==> src/rtl/bseq_pkg.sv <==
package bseq_pkg;

    // Burst length is fixed at four words: two counted address bits.
    localparam int STEP_W = 2;

    typedef logic [STEP_W-1:0] step_t;

    typedef enum logic {
        ORDER_XOR = 1'b0,
        ORDER_INC = 1'b1
    } order_e;

    typedef enum logic [1:0] {
        CMD_HOLD  = 2'd0,
        CMD_LOAD  = 2'd1,
        CMD_DESEL = 2'd2,
        CMD_STEP  = 2'd3
    } cmd_e;

    typedef struct packed {
        step_t  count;
        logic   active;
        order_e order;
    } seq_state_t;

    // Low address bits of the current word, from start bits and step count.
    function automatic step_t low_word(step_t start, step_t count, order_e ord);
        step_t r;
        if (ord == ORDER_INC) r = step_t'(start + count);
        else                  r = start ^ count;
        return r;
    endfunction

endpackage

==> src/rtl/bseq_cmd_decode.sv <==
module bseq_cmd_decode
    import bseq_pkg::*;
(
    input  logic clk,
    input  logic rst,
    input  logic strobe_cpu,
    input  logic strobe_ctl,
    input  logic advance,
    input  logic chip_en,
    input  logic active,
    output cmd_e cmd
);

    logic cpu_ok;
    assign cpu_ok = strobe_cpu && chip_en;

    always_comb begin
        if (cpu_ok)
            cmd = CMD_LOAD;
        else if (strobe_ctl)
            cmd = chip_en ? CMD_LOAD : CMD_DESEL;
        else if (advance && active)
            cmd = CMD_STEP;
        else
            cmd = CMD_HOLD;
    end


    cpu_gated_chk: assert property (@(posedge clk) disable iff (rst)
        (strobe_cpu && !chip_en && !strobe_ctl) |-> (cmd != CMD_LOAD));


    cpu_priority_chk: assert property (@(posedge clk) disable iff (rst)
        (strobe_cpu && strobe_ctl && chip_en) |-> (cmd == CMD_LOAD));

endmodule

==> src/rtl/bseq_step_ctr.sv <==
module bseq_step_ctr
    import bseq_pkg::*;
(
    input  logic       clk,
    input  logic       rst,
    input  cmd_e       cmd,
    input  logic       order_in,
    output seq_state_t st
);

    always_ff @(posedge clk) begin
        if (rst) begin
            st.count  <= '0;
            st.active <= 1'b0;
            st.order  <= ORDER_XOR;
        end else begin
            case (cmd)
                CMD_LOAD: begin
                    st.count  <= '0;
                    st.active <= 1'b1;
                    st.order  <= order_e'(order_in);
                end
                CMD_DESEL: st.active <= 1'b0;
                CMD_STEP:  st.count  <= step_t'(st.count + 1'b1);
                default:   ;
            endcase
        end
    end


    load_restart_chk: assert property (@(posedge clk) disable iff (rst)
        (cmd == CMD_LOAD) |=> (st.count == '0 && st.active));


    step_inc_chk: assert property (@(posedge clk) disable iff (rst)
        (cmd == CMD_STEP) |=> (st.count == step_t'($past(st.count) + 1'b1)));


    order_hold_chk: assert property (@(posedge clk) disable iff (rst)
        (cmd != CMD_LOAD) |=> $stable(st.order));

endmodule

==> src/rtl/bseq_addr_reg.sv <==
module bseq_addr_reg
    import bseq_pkg::*;
#(
    parameter int AW = 20
) (
    input  logic          clk,
    input  logic          rst,
    input  cmd_e          cmd,
    input  logic [AW-1:0] addr_in,
    input  seq_state_t    st,
    output logic [AW-1:0] addr_out
);

    logic [AW-1:0] base_q;

    always_ff @(posedge clk) begin
        if (rst)                  base_q <= '0;
        else if (cmd == CMD_LOAD) base_q <= addr_in;
    end

    assign addr_out = {base_q[AW-1:STEP_W],
                       low_word(base_q[STEP_W-1:0], st.count, st.order)};


    base_load_chk: assert property (@(posedge clk) disable iff (rst)
        (cmd == CMD_LOAD) |=> (addr_out == $past(addr_in)));


    base_hold_chk: assert property (@(posedge clk) disable iff (rst)
        (cmd != CMD_LOAD) |=> $stable(base_q));

endmodule

==> src/rtl/bseq_burst_addr.sv <==
module bseq_burst_addr
    import bseq_pkg::*;
#(
    parameter int AW = 20
) (
    input  logic          clk,
    input  logic          rst,
    input  logic [AW-1:0] addr_in,
    input  logic          strobe_cpu,
    input  logic          strobe_ctl,
    input  logic          advance,
    input  logic          chip_en,
    input  logic          linear_mode,
    output logic [AW-1:0] addr_out,
    output logic          burst_active
);

    cmd_e       cmd;
    seq_state_t st;

    bseq_cmd_decode u_dec (
        .clk        (clk),
        .rst        (rst),
        .strobe_cpu (strobe_cpu),
        .strobe_ctl (strobe_ctl),
        .advance    (advance),
        .chip_en    (chip_en),
        .active     (st.active),
        .cmd        (cmd)
    );

    bseq_step_ctr u_ctr (
        .clk      (clk),
        .rst      (rst),
        .cmd      (cmd),
        .order_in (linear_mode),
        .st       (st)
    );

    bseq_addr_reg #(.AW(AW)) u_areg (
        .clk      (clk),
        .rst      (rst),
        .cmd      (cmd),
        .addr_in  (addr_in),
        .st       (st),
        .addr_out (addr_out)
    );

    assign burst_active = st.active;


    upper_fixed_chk: assert property (@(posedge clk) disable iff (rst)
        (cmd != CMD_LOAD) |=> (addr_out[AW-1:STEP_W] == $past(addr_out[AW-1:STEP_W])));


    desel_chk: assert property (@(posedge clk) disable iff (rst)
        (cmd == CMD_DESEL) |=> (!burst_active && $stable(addr_out)));

endmodule

==> config.mk <==
export PLATFORM = sky130hd
export DESIGN_NAME = bseq_burst_addr
export DESIGN_NICKNAME = d
export VERILOG_FILES = /design/src/rtl/bseq_pkg.sv /design/src/rtl/bseq_cmd_decode.sv /design/src/rtl/bseq_step_ctr.sv /design/src/rtl/bseq_addr_reg.sv /design/src/rtl/bseq_burst_addr.sv
export SDC_FILE = /design/constraint.sdc
export NUM_CORES = 1
export LEC_CHECK = 0
export BUFFER_PORTS_ARGS = -buffer_cell sky130_fd_sc_hd__buf_2
export CAP_MARGIN = 20
export CORE_MARGIN = 2
export CORE_UTILIZATION = 42
export DETAILED_ROUTE_END_ITERATION = 16
export HOLD_SLACK_MARGIN = 0.1
export PLACE_DENSITY = 0.83
export SLEW_MARGIN = 20
export SYNTH_ARGS = -nofsm -noshare
export SYNTH_HDL_FRONTEND = slang
export SYNTH_SLANG_ARGS = --single-unit
==> constraint.sdc <==
create_clock -name clk -period 1.4 [get_ports clk]
set_input_delay 0 -clock clk [delete_from_list [all_inputs] [get_ports clk]]
set_output_delay 0 -clock clk [all_outputs]
set_load 0.01 [all_outputs]
# Yosys cells after proc, flatten, opt, wreduce, memory -nomap -nowiden
# Index checks and enable logic that the tools add are counted.
# Widths: inputs -> output; s select.
[word_totals] ff_bits=24 latchBits=0 mem_bits_rw=0 mem_bits_ro=0 out_inout_bits=21 word_cells=21 n_memories=0
[classes] addsub=2 multipliers=0 div_mod_pow=0 n_lt_le_gt_ge=0 n_eq_ne=3 n_shift=0 mux=7 n_bitwise=1 reduce_logical=4
[ops] op="$mux 2" n=5
[ops] op="$eq 2x2->1 const B" n=2
[ops] op="$pmux 2 s2" n=1
[ops] op="$reduce_bool 2->1" n=2
[ops] op="$add 2x1->2 const B" n=1
[ops] op="$add 2x2->2" n=1
[ops] op="$eq 2x1->1 const B" n=1
[ops] op="$logic_and 1x1->1" n=2
[ops] op="$pmux 1 s2" n=1
[ops] op="$xor 2x2->2" n=1

# Logic depth before layout (Yosys ltp)
# Gate-level depths: netlist of run 1.
[logic_depth] word_depth=6 mapped_depth=8 mapped_depth_nobuf=7

# Modules after synthesis
# From an unflattened synthesis of run 1, not the netlist that was laid out.
[hier_totals] cells_unflattened=135 hier_area_um2=1091.0
[modules_own_cells] module="bseq_addr_reg" instances=1 cells_per_inst=110 area_per_inst_um2=864.6 seq_area_each_um2=400.4
[modules_own_cells] module="bseq_step_ctr" instances=1 cells_per_inst=20 area_per_inst_um2=193.9 seq_area_each_um2=80.1
[modules_own_cells] module="bseq_cmd_decode" instances=1 cells_per_inst=5 area_per_inst_um2=32.5 seq_area_each_um2=0.0

# Worst setup path after synthesis of run 1
# No wires, ideal clock.
[synth_timing] kind="flip-flop to flip-flop" startpoint="register, netlist name u_ctr.st[1]" endpoint="register u_areg.base_q[0]" t_arrival_ns=1.373 t_required_ns=1.272 setup_slack_ns=-0.100 path_stages_with_launch=9 path_buffers=2 period_less_slack_ns=1.500 cell_sequence="dfxtp_1 > and3b_1 > nor2_2 > inv_2 > ha_1 > buf_4 > buf_6 > mux2i_1 > nor2_1"
[synth_via] elab_chain_cells=5
[synth_rtl] element="$logic_and 1x1->1" line_no="bseq_cmd_decode.sv:22" source="else if (advance && active)"
[synth_rtl] element="$mux 2" line_no="bseq_cmd_decode.sv:22"
[synth_rtl] element="$mux 2" line_no="bseq_cmd_decode.sv:20" source="else if (strobe_ctl)"
[synth_rtl] element="$mux 2" line_no="bseq_cmd_decode.sv:18" source="if (cpu_ok)"
[synth_rtl] element="$eq 2x1->1" line_no="bseq_addr_reg.sv:18" source="else if (cmd == CMD_LOAD) base_q <= addr_in;"
[synth_rtl] element="end signal: assignment" line_no="bseq_addr_reg.sv:18"
[synth_rtl] element="end: declaration" line_no="bseq_addr_reg.sv:14" source="logic [AW-1:0] base_q;"
# No other way between the ends.
# A chain may end at the register's enable or synchronous reset.

# Worst setup path in the final report of run 1
[layout_timing] startpoint="register, netlist name u_ctr.st[1]" endpoint="register u_areg.base_q[17]"
[layout_via] elab_chain_cells=5
[layout_rtl] element="$logic_and 1x1->1" line_no="bseq_cmd_decode.sv:22"
[layout_rtl] element="$mux 2" line_no="bseq_cmd_decode.sv:22"
[layout_rtl] element="$mux 2" line_no="bseq_cmd_decode.sv:20"
[layout_rtl] element="$mux 2" line_no="bseq_cmd_decode.sv:18"
[layout_rtl] element="$eq 2x1->1" line_no="bseq_addr_reg.sv:18"
# No other way between the ends.

==> impl_metrics.csv, run 1 <==
group,metric,value,unit
run_status,outcome,"complete, but fails checks",
run_status,violations,"setup timing",
power_and_ir_drop,worst_ir_drop_vdd,0.6359,mV
timing,post-route-period-util,110.9,%
power_and_ir_drop,p_seq_share,50.0,%
critical_path,r2r_end,"u_areg.base_q[17]",
place,placedCellCount,178,
critical_path,crit_type,"reg -> reg",
drt,drt_pre_antenna_iters,5,
floorplan,initial_utilization,43.12,%
global_route,antenna_found_initial,0,
floorplan,die_w,56.75,µm
place,io_buffers,47,
synthesis,syn_area,0.001169,mm²
critical_path,cp-start-kind,"flip-flop",
power_and_ir_drop,clockPowerShare,19.0,%
critical_path,endpoint_kind,"flip-flop",
synthesis,ys_ff_latch,24,
cells_and_area,multi_input_area,556.8,µm²
cells_and_area,final_nets,212,
power_and_ir_drop,finalPower,0.001517,W
floorplan,die_area,0.003221,mm²
drt,drt_iter0_drc,14,
worst_hold_path,hold_start,"rst",
clock_tree,cts_buffers,3,
worst_hold_path,hold_end,"u_areg.base_q[14]",
place,placed_cell_area,0.001343,mm²
cells_and_area,fillers,214,
critical_path,r2r_slack,-0.15,ns
timing,setup_viol,24,
worst_hold_path,holdPathStages,2,
timing,setup_slack,-0.1522,ns
drt,route.detailed.drc,0,
global_route,gr-usage-all-layers,16.58,%
cells_and_area,antennaDiodeCount,0,
global_route,grt_pass1_wl,4.140,mm
clock_tree,htree_num_levels,1,
power_and_ir_drop,swShare,27.28,%
drt,routed_wirelength,2.780,mm
power_and_ir_drop,power.internal,0.001103,W
worst_hold_path,worstHoldPathType,"in -> reg",
power_and_ir_drop,p_leak,0.8153,nW
cells_and_area,seq_area,481.7,µm²
power_and_ir_drop,p_switching,0.0004137,W
flow_run,maxCapViolations,0,
synthesis,syn_inst,119,
synthesis,synth_area_per_cell,9.820,µm²
floorplan,core_area,0.002710,mm²
cells_and_area,stdcell_count,210,
critical_path,crit_required,1.59,ns
timing,relSlewSlack,70.33,%
timing,final.min_clock_period,1.552,ns
critical_path,path_buf_inv,3,
power_and_ir_drop,p_per_area,873.3,mW/mm²
global_route,grt.overflow.total,0,
floorplan,rows,19,
critical_path,worstPathArrival,1.74,ns
clock_tree,cts_tree,"done",
critical_path,r2r_start,"u_ctr.st[1]",
floorplan,die-height,56.75,µm
clock_tree,insertion_delay,0.30,ns
clock_tree,clk_pin_slew,0.12,ns
timing,slew_viol_final,0,
floorplan,ios,48,
cells_and_area,post-route-util,64.08,%
timing,tightest_slew,0.4451,ns
timing,fmax,644.3,MHz
critical_path,cp_common_cell,"buf_12",
clock_tree,cts_sinks,24,
timing,finalHoldViolCount,0,
drt,vias,1007,
drt,viasPerCell,4.795,
critical_path,cp_top_family,"simple AND/OR/NAND/NOR gates",
timing,skew,0.002437,ns
cells_and_area,fin_area,0.001737,mm²
power_and_ir_drop,p_comb_share,31.0,%
global_route,grt_start_max_net_pins,26,
critical_path,critPathSlowestCell,"dfxtp_2",
synthesis,yosysUniqueCellTypes,25,
timing,rsz0062_at_grt,"true",
place,dp_hpwl,1.710,mm
drt,wl_per_cell,13.24,µm
place,gp_congestion,0.7731,
critical_path,max_stage_delay,0.36,ns
global_route,grt_pass1_vias,1024,
synthesis,yosysWarnings,0,
critical_path,cp_cell_sequence,"and3b_2 > nor2_4 > inv_2 > ha_4 > buf_12 > buf_12 > mux2i_1 > nor2_1",
critical_path,crit_path_max_fanout,7,
critical_path,cp_num_cells,8,
clock_tree,clock_path_buffers,2,
synthesis,synthesis.nets,150,
critical_path,r2r_cells,8,
synthesis,ys_seq_area_share,41.11,%
clock_tree,cts_root_buf,"clkbuf_4",
cells_and_area,drive_above_1_share,45.25,%
drt,ant_nets,0,
cells_and_area,area_growth,48.61,%
stage by stage:
stage / worst slack (ns) / hold slack [ns] / setup TNS, ns
after global routing: -0.2097 / 0.1108 / -3.901
final: -0.1522 / 0.1106 / -2.391
after detailed placement: -0.07797 / 0.2467 / -1.241
after floorplan: -0.04973 / 0.1472 / -0.9305
after global placement: -0.01143 / 0.2336 / -0.05071
after CTS: -0.1065 / 0.1015 / -1.932
Yosys cell counts:
library cell	count	area, µm²
dfxtp_1	24	480.5
nor2_1	23	86.33
mux2i_1	21	210.2
buf_4	20	150.1
ha_1	4	50.05
inv_1	3	11.26
o21ai_2	3	26.28
a21oi_1	2	10.01
buf_6	2	22.52
nand3_1	2	10.01
a21oi_2	1	8.760
and2_1	1	6.260
and2b_1	1	7.510
and3b_1	1	8.760
buf_2	1	5.000
clkbuf_1	1	3.750
inv_2	1	3.750
nand2_1	1	3.750
nand3b_1	1	7.510
nor2_2	1	6.260
o21a_1	1	7.510
o21a_2	1	8.760
o32ai_2	1	16.27
xnor2_1	1	8.760
xor2_1	1	8.760
cells in the final DEF, fill, tap and decap left out:
master	n
nand3_1	2
nand3b_1	1
ha_1	1
nand2_1	1
buf_2	47
ha_4	2
dfxtp_1	23
a21oi_2	3
buf_6	1
buf_16	1
nor2_1	22
o21a_1	1
clkbuf_4	3
and2_4	1
and3b_2	1
xor2_1	1
o32ai_2	1
o21a_2	1
buf_12	4
inv_1	2
dlygate4sd3_1	23
mux2i_1	20
o21ai_2	3
and2b_2	1
mux2i_4	1
xnor2_1	1
buf_4	5
nor2_4	2
inv_2	2
dfxtp_2	1
ha_2	1
metal layers:
layer  vias to the layer above  GRT usage [%]  share of wire [%]
met1                       480          15.44                 36
met4                         0          8.638                1.4
li1                        495              -                  -
met3                         4          1.613                2.6
met5                         -              0                  0
met2                        28          34.22                 60
cells by family after synthesis:
family	after synthesis	synth area share (%)
AOI/OAI and AO/OA	9	6.639
xor gates and xnor gates	2	1.499
adders and majority gates	4	4.283
buffers and inverters	28	16.81
DFF	24	41.11
muxes	21	17.99
and+or+nand+nor	31	11.67
flip-flops by register name (all words and copies together), names as in the netlist:
name and flops:
u_ctr.st 4, u_areg.base_q 20
worst max-delay path by stage:
| stage | start | endpoint |
|---|---|---|
| floorplan | u_ctr.st[1] | u_areg.base_q[0] |
| global placement | u_ctr.st[1] | u_areg.base_q[0] |
| detailed placement | u_ctr.st[1] | u_areg.base_q[17] |
| CTS | u_ctr.st[1] | u_areg.base_q[16] |
| global route | u_ctr.st[1] | u_areg.base_q[17] |
| finish | u_ctr.st[1] | u_areg.base_q[17] |
power by group through the flow:
stage          clock [W]  sequential [W]  combinational, W
2_1_floorplan          0        0.000767          0.000247
3_3_place_gp           0        0.000766          0.000305
3_5_place_dp           0        0.000769          0.000320
4_1_cts         0.000296        0.000754          0.000412
5_1_grt         0.000330        0.000761          0.000500
6_report        0.000288        0.000758          0.000471
cell type report:
type / count / share of cell area (%)
inverter: 4 / 0.8646
clock buffer: 3 / 1.297
timing repair buffer: 81 / 35.81
multi-input combinational: 67 / 32.06
tap: 31 / 2.233
sequential: 24 / 27.74
timing repair:
item                       4_1_cts  5_1_grt
pin swaps                        3        4
hold buffers                    23        0
setup endpoints to repair       23       24
cloned                           1        0
resized for setup                2       11
buffers inserted                 2        3
hold endpoints to repair        22        0
Power figures use the tool's default switching activity.
==> run 2, diff against run 1 <==
- SKIP_CTS_REPAIR_TIMING: not set -> 1
==> impl_metrics.csv, run 2 (synthesis results as in run 1) <==
group,metric,value,unit
place,place_ws,-0.07797,ns
critical_path,crit_required,1.58,ns
timing,final.min_clock_period,1.500,ns
floorplan,initial_utilization,43.12,%
critical_path,endpoint_kind,"flip-flop",
timing,fmax,666.8,MHz
floorplan,die_w,56.75,µm
place,io_buffers,47,
critical_path,r2r_slack,-0.1,ns
floorplan,die_area,0.003221,mm²
drt,wl_per_cell,13.04,µm
flow_run,maxCapViolations,0,
timing,slew_viol_final,0,
critical_path,r2r_cells,7,
drt,vias,972,
timing,relSlewSlack,69.53,%
worst_hold_path,worstHoldPathType,"in -> reg",
cells_and_area,top_regs,"u_areg.base_q (20), u_ctr.st (4)",
cells_and_area,final_nets,207,
timing,setup_viol,22,
critical_path,cp-start-kind,"flip-flop",
critical_path,worstPathArrival,1.68,ns
run_status,violations,"setup timing",
global_route,gr-usage-all-layers,13.34,%
global_route,grt.overflow.total,0,
floorplan,ios,48,
floorplan,core_area,0.002710,mm²
worst_hold_path,hold_end,"u_ctr.st[2]",
cells_and_area,final_cell_mix,"buf_2, nor2_1, dfxtp_1",
timing,setup_slack,-0.09969,ns
timing,skew,0.007508,ns
place,placed_cell_area,0.001343,mm²
clock_tree,clk_pin_slew,0.12,ns
drt,routed_wirelength,2.673,mm
critical_path,crit_type,"reg -> reg",
clock_tree,cts_sinks,24,
cells_and_area,antennaDiodeCount,0,
timing,tightest_slew,0.4571,ns
global_route,antenna_found_initial,0,
global_route,grt_pass1_vias,841,
worst_hold_path,hold_start,"advance",
drt,route.detailed.drc,0,
cells_and_area,drive_above_1_share,43.10,%
clock_tree,htree_num_levels,1,
cells_and_area,area_growth,41.11,%
drt,drt_iter0_drc,32,
power_and_ir_drop,finalPower,0.001446,W
drt,drt_pre_antenna_iters,3,
power_and_ir_drop,p_per_area,876.9,mW/mm²
cells_and_area,largest_reg_flops,20,
run_status,outcome,"complete, but fails checks",
clock_tree,insertion_delay,0.30,ns
global_route,grt_pass1_wl,3.401,mm
cells_and_area,final_common_cell,"buf_2",
critical_path,crit_path_max_fanout,6,
critical_path,r2r_start,"u_ctr.st[1]",
clock_tree,cts_buffers,3,
clock_tree,clock_path_buffers,2,
place,gp_congestion,0.7731,
timing,finalHoldViolCount,0,
clock_tree,cts_tree,"done",
clock_tree,cts_root_buf,"clkbuf_4",
cells_and_area,fin_area,0.001649,mm²
worst_hold_path,holdPathStages,4,
floorplan,die-height,56.75,µm
place,dp_hpwl,1.710,mm
drt,ant_nets,0,
power_and_ir_drop,p_leak,0.7814,nW
drt,viasPerCell,4.741,
critical_path,r2r_end,"u_areg.base_q[14]",
floorplan,rows,19,
timing,rsz0062_at_grt,"true",
cells_and_area,regMostFlops,"u_areg.base_q",
timing,post-route-period-util,107.1,%
power_and_ir_drop,worst_ir_drop_vdd,0.6112,mV
cells_and_area,fillers,228,
global_route,grt_start_max_net_pins,26,
## run 2: changes by cell type in the layout (fill, tap and decap cells not counted), sizes merged
cell | previous run | this run
dlygate4sd3 | 23 | 22
clkbuf | 3 | 4
buf | 58 | 53
## run 2: worst max-delay path: stages (launching register included)
cell	delay [ns]
dfxtp_2	0.35
and2_4	0.14
o21a_4	0.21
inv_2	0.07
ha_4	0.18
clkbuf_16	0.16
mux2i_1	0.22
nor2_1	0.05
## run 2: power by group
part	total (W)	switching (W)	internal (W)
sequential	0.000755	0.0000254	0.000730
clock	0.000283	0.000182	0.000100
combinational	0.000408	0.000180	0.000229
## run 2: final cells by class
| cell class | instances | area [µm²] | area share [%] |
|---|---|---|---|
| flip-flops and latches | 24 | 481.7 | 29.21 |
| inverters | 4 | 15.01 | 0.9105 |
| repair buffers | 76 | 550.5 | 33.38 |
| multi-input cells | 67 | 540.5 | 32.78 |
| well taps | 31 | 38.79 | 2.352 |
| clock buffers | 3 | 22.52 | 1.366 |
## run 2: routing by layer
layer	vias up	track usage [%]	share of wire, %
met5	-	0	0
met4	0	6.977	0.71
met3	2	1.613	2.7
met1	467	13.46	37
li1	483	-	-
met2	20	26.08	59
## run 2: worst max-delay path by stage
stage	cells past startpoint	end	slack (ns)	start
floorplan	8	u_areg.base_q[0]	-0.05	u_ctr.st[1]
global placement	7	u_areg.base_q[0]	-0.01	u_ctr.st[1]
detailed placement	7	u_areg.base_q[17]	-0.08	u_ctr.st[1]
CTS	7	u_areg.base_q[1]	-0.11	u_ctr.st[1]
global route	7	u_areg.base_q[14]	-0.16	u_ctr.st[1]
finish	7	u_areg.base_q[14]	-0.1	u_ctr.st[1]
## run 2: metrics by stage
| step | TNS (ns) | instances | hold slack (ns) | utilization, % |
|---|---|---|---|---|
| CTS | -1.703 | 181 | -0.07933 | 50.37 |
| global route | -2.608 | 205 | 0.1157 | 60.85 |
| global placement | -0.05071 | 178 | 0.2336 | 49.54 |
| floorplan | -0.9305 | 119 | 0.1472 | - |
| detailed placement | -1.241 | 178 | 0.2467 | 49.54 |
| finish | -1.232 | 205 | 0.1166 | 60.85 |
